`src/rtl/ulpi_reg_ctrl.sv`:
```
module ulpi_reg_ctrl #(
  parameter logic [5:0] ESC_ADDR = 6'h2F
) (
  input  logic       clk,
  input  logic       rst_n,
  input  logic       req_valid,
  input  logic       req_write,
  input  logic       req_ext,
  input  logic [7:0] req_addr,
  input  logic [7:0] req_wdata,
  output logic       req_ready,
  output logic       done,
  output logic [7:0] rdata,
  input  logic       ulpi_dir,
  input  logic       ulpi_nxt,
  output logic       ulpi_stp,
  input  logic [7:0] ulpi_data_in,
  output logic [7:0] ulpi_data_out,
  output logic       ulpi_data_oe
);

  typedef enum logic [3:0] {
    S_IDLE, S_CMD, S_EADR, S_WDAT, S_STP, S_RTRN, S_RDAT, S_RBCK, S_ABRT, S_GAP
  } st_t;

  st_t        st, st_n;
  logic       op_wr, op_ext;
  logic [7:0] op_addr, op_wdata;
  logic       drive;

  assign req_ready = (st == S_IDLE) && !ulpi_dir;
  assign ulpi_stp  = (st == S_STP);
  assign drive     = (st == S_CMD) || (st == S_EADR) || (st == S_WDAT) || (st == S_STP);
  assign ulpi_data_oe = drive && !ulpi_dir;

  always_comb begin
    case (st)
      S_CMD:   ulpi_data_out = {1'b1, !op_wr, op_ext ? ESC_ADDR : op_addr[5:0]};
      S_EADR:  ulpi_data_out = op_addr;
      S_WDAT:  ulpi_data_out = op_wdata;
      default: ulpi_data_out = 8'h00;
    endcase
  end

  always_comb begin
    st_n = st;
    case (st)
      S_IDLE: if (req_valid && req_ready) st_n = S_CMD;
      S_CMD: begin
        if (ulpi_dir)      st_n = S_ABRT;
        else if (ulpi_nxt) st_n = op_ext ? S_EADR : (op_wr ? S_WDAT : S_RTRN);
      end
      S_EADR: begin
        if (ulpi_dir)      st_n = S_ABRT;
        else if (ulpi_nxt) st_n = op_wr ? S_WDAT : S_RTRN;
      end
      S_WDAT: begin
        if (ulpi_dir)      st_n = S_ABRT;
        else if (ulpi_nxt) st_n = S_STP;
      end
      S_STP:  st_n = ulpi_dir ? S_ABRT : S_IDLE;
      S_RTRN: st_n = ulpi_dir ? S_RDAT : S_ABRT;
      S_RDAT: st_n = (!ulpi_dir || ulpi_nxt) ? S_ABRT : S_RBCK;
      S_RBCK: if (!ulpi_dir) st_n = S_IDLE;
      S_ABRT: if (!ulpi_dir) st_n = S_GAP;
      S_GAP:  st_n = ulpi_dir ? S_ABRT : S_CMD;
      default: st_n = S_IDLE;
    endcase
  end

  always_ff @(posedge clk) begin
    if (!rst_n) begin
      st       <= S_IDLE;
      op_wr    <= 1'b0;
      op_ext   <= 1'b0;
      op_addr  <= 8'h00;
      op_wdata <= 8'h00;
      done     <= 1'b0;
      rdata    <= 8'h00;
    end else begin
      st   <= st_n;
      done <= 1'b0;
      if (st == S_IDLE && req_valid && req_ready) begin
        op_wr    <= req_write;
        op_ext   <= req_ext;
        op_addr  <= req_addr;
        op_wdata <= req_wdata;
      end
      if (st == S_STP && !ulpi_dir) done <= 1'b1;
      if (st == S_RDAT && ulpi_dir && !ulpi_nxt) begin
        done  <= 1'b1;
        rdata <= ulpi_data_in;
      end
    end
  end

  assert_stp_after_nxt_R4: assert property (@(posedge clk) disable iff (!rst_n)
    ulpi_stp |-> $past(ulpi_nxt));
  assert_stp_single_R4: assert property (@(posedge clk) disable iff (!rst_n)
    ulpi_stp |=> !ulpi_stp);
  assert_done_pulse_R10: assert property (@(posedge clk) disable iff (!rst_n)
    done |=> !done);
  assert_read_sample_R5: assert property (@(posedge clk) disable iff (!rst_n)
    (done && !op_wr) |-> ($past(ulpi_dir) && !$past(ulpi_nxt)));
  assert_write_done_R4: assert property (@(posedge clk) disable iff (!rst_n)
    (done && op_wr) |-> $past(ulpi_stp));
  assert_release_R6: assert property (@(posedge clk) disable iff (!rst_n)
    $past(ulpi_dir) && !ulpi_dir && !done |-> !ulpi_stp);

endmodule

```
`config.mk`:
```
export PLATFORM = sky130hd
export DESIGN_NAME = ulpi_reg_ctrl
export DESIGN_NICKNAME = d
export VERILOG_FILES = /design/src/rtl/ulpi_reg_ctrl.sv
export SDC_FILE = /design/constraint.sdc
export NUM_CORES = 1
export LEC_CHECK = 0
export BUFFER_PORTS_ARGS = -buffer_cell sky130_fd_sc_hd__buf_2
export CORE_MARGIN = 2
export CORE_UTILIZATION = 45
export CTS_BUF_LIST = sky130_fd_sc_hd__clkbuf_16
export CTS_CLUSTER_DIAMETER = 120
export DETAILED_ROUTE_END_ITERATION = 10
export HOLD_SLACK_MARGIN = 0.03
export PLACE_DENSITY = 0.8
export SLEW_MARGIN = 20
export SYNTH_ARGS = -nofsm -noshare
export SYNTH_HDL_FRONTEND = slang
export SYNTH_SLANG_ARGS = --single-unit
```
`constraint.sdc`:
```
create_clock -name clk -period 4.2 [get_ports clk]
set_input_delay 0.21 -clock clk [delete_from_list [all_inputs] [get_ports clk]]
set_output_delay 0.21 -clock clk [all_outputs]
set_load 0.03 [all_outputs]
```
==> After elaboration in Yosys (flattened, before gate mapping) <==
Cells that the tools add are included.
{ "op_classes": {"eq_ne": 15, "muxes": 20, "n_reduce_logical": 17} }
{ "ops": {"columns": ["cell", "n"], "rows": [
  ["4-bit 2-to-1 mux", 14],
  ["4-bit case mux with 10 select lines", 1],
  ["8-bit case mux with 3 select lines", 1],
  ["4-bit by 3-bit equality test with 1-bit output (second input constant)", 4],
  ["3-bit != test (second input constant)", 3],
  ["4-bit by 2-bit equality test with 1-bit output (second input constant)", 2],
  ["4-bit equality test (second input constant)", 2],
  ["1-bit logical AND", 8],
  ["6-bit 2-to-1 mux", 1],
  ["6-bit AND reduction", 1],
  ["4-bit by 1-bit equality test with 1-bit output (second input constant)", 1],
  ["4-bit logical NOT", 1],
  ["1-bit logical OR", 4],
  ["2-bit != test (second input constant)", 2],
  ["1-bit logical NOT", 3],
  ["3-bit 2-to-1 mux", 1],
  ["1-bit 2-to-1 mux", 2],
  ["2-bit by 1-bit != test with 1-bit output (second input constant)", 1]
]} }
{ "word_totals": {"input_bits": 31, "out_inout_bits": 20, "register_bits": 31, "word_cells": 59} }

==> Logic depth before layout (Yosys ltp) <==
{ "depth": {"ltp_word": 5, "ltp_mapped": 9, "ltp_nobuf": 5} }

==> Worst setup path before layout <==
No wires, ideal clock.
{ "synth_path": {"path_kind": "flip-flop to output port", "startpoint": "register st[1]", "endpoint": "output ulpi_data_out[5]", "t_arrival_ns": 2.468, "n_path_buf": 2, "path_slack_ns": 1.522, "required_time_ns": 3.990, "stages_incl_launch_ff": 5, "path_cell_list": "dfxtp_1 > buf_2 > buf_2 > o21ai_0 > a2111oi_0"} }
{ "synth_via": {"elab_chain_len": 2, "word_cells_on_any_way": 4} }
{ "synth_lines": {"columns": ["element", "line_no", "source"], "rows": [
  ["start: declaration", "26", "st_t st, st_n;"],
  ["start signal: assignment", "81", "st <= st_n;"],
  ["4-bit by 2-bit equality test with 1-bit output / 4-bit by 1-bit equality test with 1-bit output (equally long branches)", "37", "case (st)"],
  ["8-bit case mux with 3 select lines *", "37", null],
  ["end: declaration", "18", "output logic [7:0] ulpi_data_out,"]
]} }
Every way passes the cells marked *; elsewhere a longest branch is shown, timed or not.

==> Worst setup path after layout <==
{ "layout_path": {"startpoint": "register st[1]", "endpoint": "output ulpi_data_out[4]"} }
Same word-level chain as after synthesis.

==> reports/qor.yml <==
postSynthAreaPerCell_sq_um: 8.00
clock_skew_ns: 0.00421
maxCapViolCount: 0
reg2reg_from: "st[1]"
diodes: 0
status: "completed"
wirelength_um: 3870
r2r-end: "st[0]"
grt_pass1_wl_um: 6130
timing.fmax_ghz: 0.403
setup_viol: 0
start_util: 0.468
cts_inserted_buffers: 5
synth_cells: 214
hold_viol: 0
netlist_top_cells_count: "nand2_1 (46), dfxtp_1 (31), nor2_1 (11)"
ir_drop_mv: 0.230
met3_length_um: 262
cts-root-buf: "clkbuf_16"
syn-num-nets: 245
fin_crit_sh: 0.591
die_w_um: 65.7
min_period_ns: 2.48
drc: 0
rsz0062_at_grt: "no"
vias_per_cell: 5.40
slowest_delay_ns: 1.00
synth.most_common_cell: "nand2_1"
portBuffers: 50
hpwlAfterDp_um: 2610
synth-seq-cells: 31
power_density_nw_per_um2: 407
top_layer_used: "met4"
synth_flop_cell: "dfxtp_1"
synth_edf_count: 0
first_pass_iters: 4
endpoint: "ulpi_data_out[4]"
worst-path-stages: 6
worst_pin_slew_ns: 1.04
synth_area_sq_um: 1710
wire_per_inst_um: 12.9
cp_slowest_cell: "dfxtp_1"
hp-class: "in -> reg"
leakage_nw: 0.883
arrival_ns: 2.27
row_count: 22
wl_met2_um: 1800
drive_gt1_frac: 0.265
worstSkewPairLatency_ns: 0.27
required_ns: 3.99
setup-tns-final_ns: 0
grt_pass1_vias: 1400
antenna_found_initial: 0
vias: 1625
grt_usage: 0.182
worst_setup_path_start_kind: "flip-flop"
cts_hold_buf: 0
p_total_mw: 0.833
cts.sinks: 31
relSlewSlack: 0.305
ant_nets: 0
gp_congestion: 0.816
grt_max_degree: 33
critPathLaunch: "st[1]"
cts-resized-gates: 0
ios: 51
final-max-slew-violation-count: 0
critPathKind: "reg -> out"
synthTopCellsByArea: "dfxtp_1 (36%), nand2_1 (10%), a21boi_2 (6.6%)"
cts_tree: "yes"
timing.final.ws_setup_ns: 1.72
synthArstFlopShare: 0
h-tree-depth: 2
critical-path-top-delay-family: "flip-flops"
cts.reportedPaths.clkPinSlew_ns: 0.05
r2r_cells: 4
worst_setup_path_end_kind: "output pin"
fin_nets: 283
seq_area_frac_synth: 0.362
post_cts_buffers: 0
yosysUniqueCellTypes: 42
die_h_um: 65.7
ctsLongestPathBuffers: 2
wl_met1_um: 1740
path_buf_inv: 2
dieArea_sq_um: 4320
r2r_slack_ns: 1.87
path_max_fanout: 32
yosys_warnings: 0
synth_top_area_cell: "dfxtp_1"
drt-initial-drc-count: 82
syn2layout_area_growth_pct: 19.5
grt_overflow: 0
core_sq_um: 3660
dp_slack_ns: 1.93
synth.top_cell.area_share: 0.362
path_cells: "inv_1 -> nand2_1 -> o21ai_0 -> a32oi_1 -> nor2_1 -> buf_2"
-- area by class of cell --
class,instances,area (sq um)
timing repair buffer,50,250
fill,361,1610
sequential,31,621
clock inverter,3,11.3
inverter,4,15.0
tap,48,60.1
clock buffer,5,125
multi-input combinational,160,965
-- worst min path at each step --
stage	start	end	slack [ns]	cells past startpoint
finish	req_wdata[3]	op_wdata[3]	0.18	3
global route	req_wdata[4]	op_wdata[4]	0.20	3
CTS	req_wdata[3]	op_wdata[3]	0.18	3
detailed placement	op_wdata[5]	op_wdata[5]	0.46	2
global placement	op_addr[6]	op_addr[6]	0.45	2
floorplan	req_wdata[7]	op_wdata[7]	0.35	2
-- worst register-to-register path, delay by kind of cell (launching register included) --
| family | cells | cell delay [ns] |
|---|---|---|
| flip-flops | 1 | 1.00 |
| AND/OR/NAND/NOR | 2 | 0.84 |
| AO/OA/AOI/OAI | 2 | 0.42 |
-- placed cells by master, fill, tap and decap left out, types with 3 or more instances in the layout --
master     count
clkbuf_16      5
a22oi_1        3
mux2i_1        8
nand2_1       46
dfxtp_1       31
nor2_1        11
a21boi_2      10
nand3_1        4
buf_2         50
nand2b_1       4
nor2b_1       10
nor3_1         6
a21boi_0       8
a21oi_1       10
nor4_1         4
and3_1         3
inv_1          5
o21ai_0        7
-- metal layers --
metal  vias to the layer above  global-route usage
met4                         0              0.0781
met5                         -                   0
met2                        53               0.290
li1                        816                   -
met1                       749               0.232
met3                         7              0.0462
-- registers in the layout (all words and copies together), names as in the netlist --
name / count
op_ext: 1
done: 1
rdata: 8
op_wdata: 8
op_wr: 1
st: 4
op_addr: 8
-- cell families after synthesis --
family,count (synthesis),share of synthesized area
buffers and inverters,23,0.0745
AND/OR/NAND/NOR,100,0.286
multiplexers,8,0.0468
flip-flops,31,0.362
AO/OA/AOI/OAI,50,0.220
XOR/XNOR,2,0.0102
-- through the flow --
step	area [sq um]	hold slack, ns	util	instances
after detailed placement	1910	0.460	0.522	293
after global placement	1910	0.454	0.522	293
after global routing	2050	0.195	0.559	301
final	2050	0.175	0.559	301
after floorplan	1710	0.355	-	214
after CTS	2050	0.180	0.559	301
-- report_power, final --
| part | switching, mW | internal (mW) | leakage [nW] | total (mW) |
|---|---|---|---|---|
| Combinational | 0.0956 | 0.0630 | 0.561 | 0.159 |
| Sequential | 0.0303 | 0.311 | 0.252 | 0.341 |
| Clock | 0.120 | 0.213 | 0.0701 | 0.333 |
No activity file was read; power rests on OpenSTA's default activity.
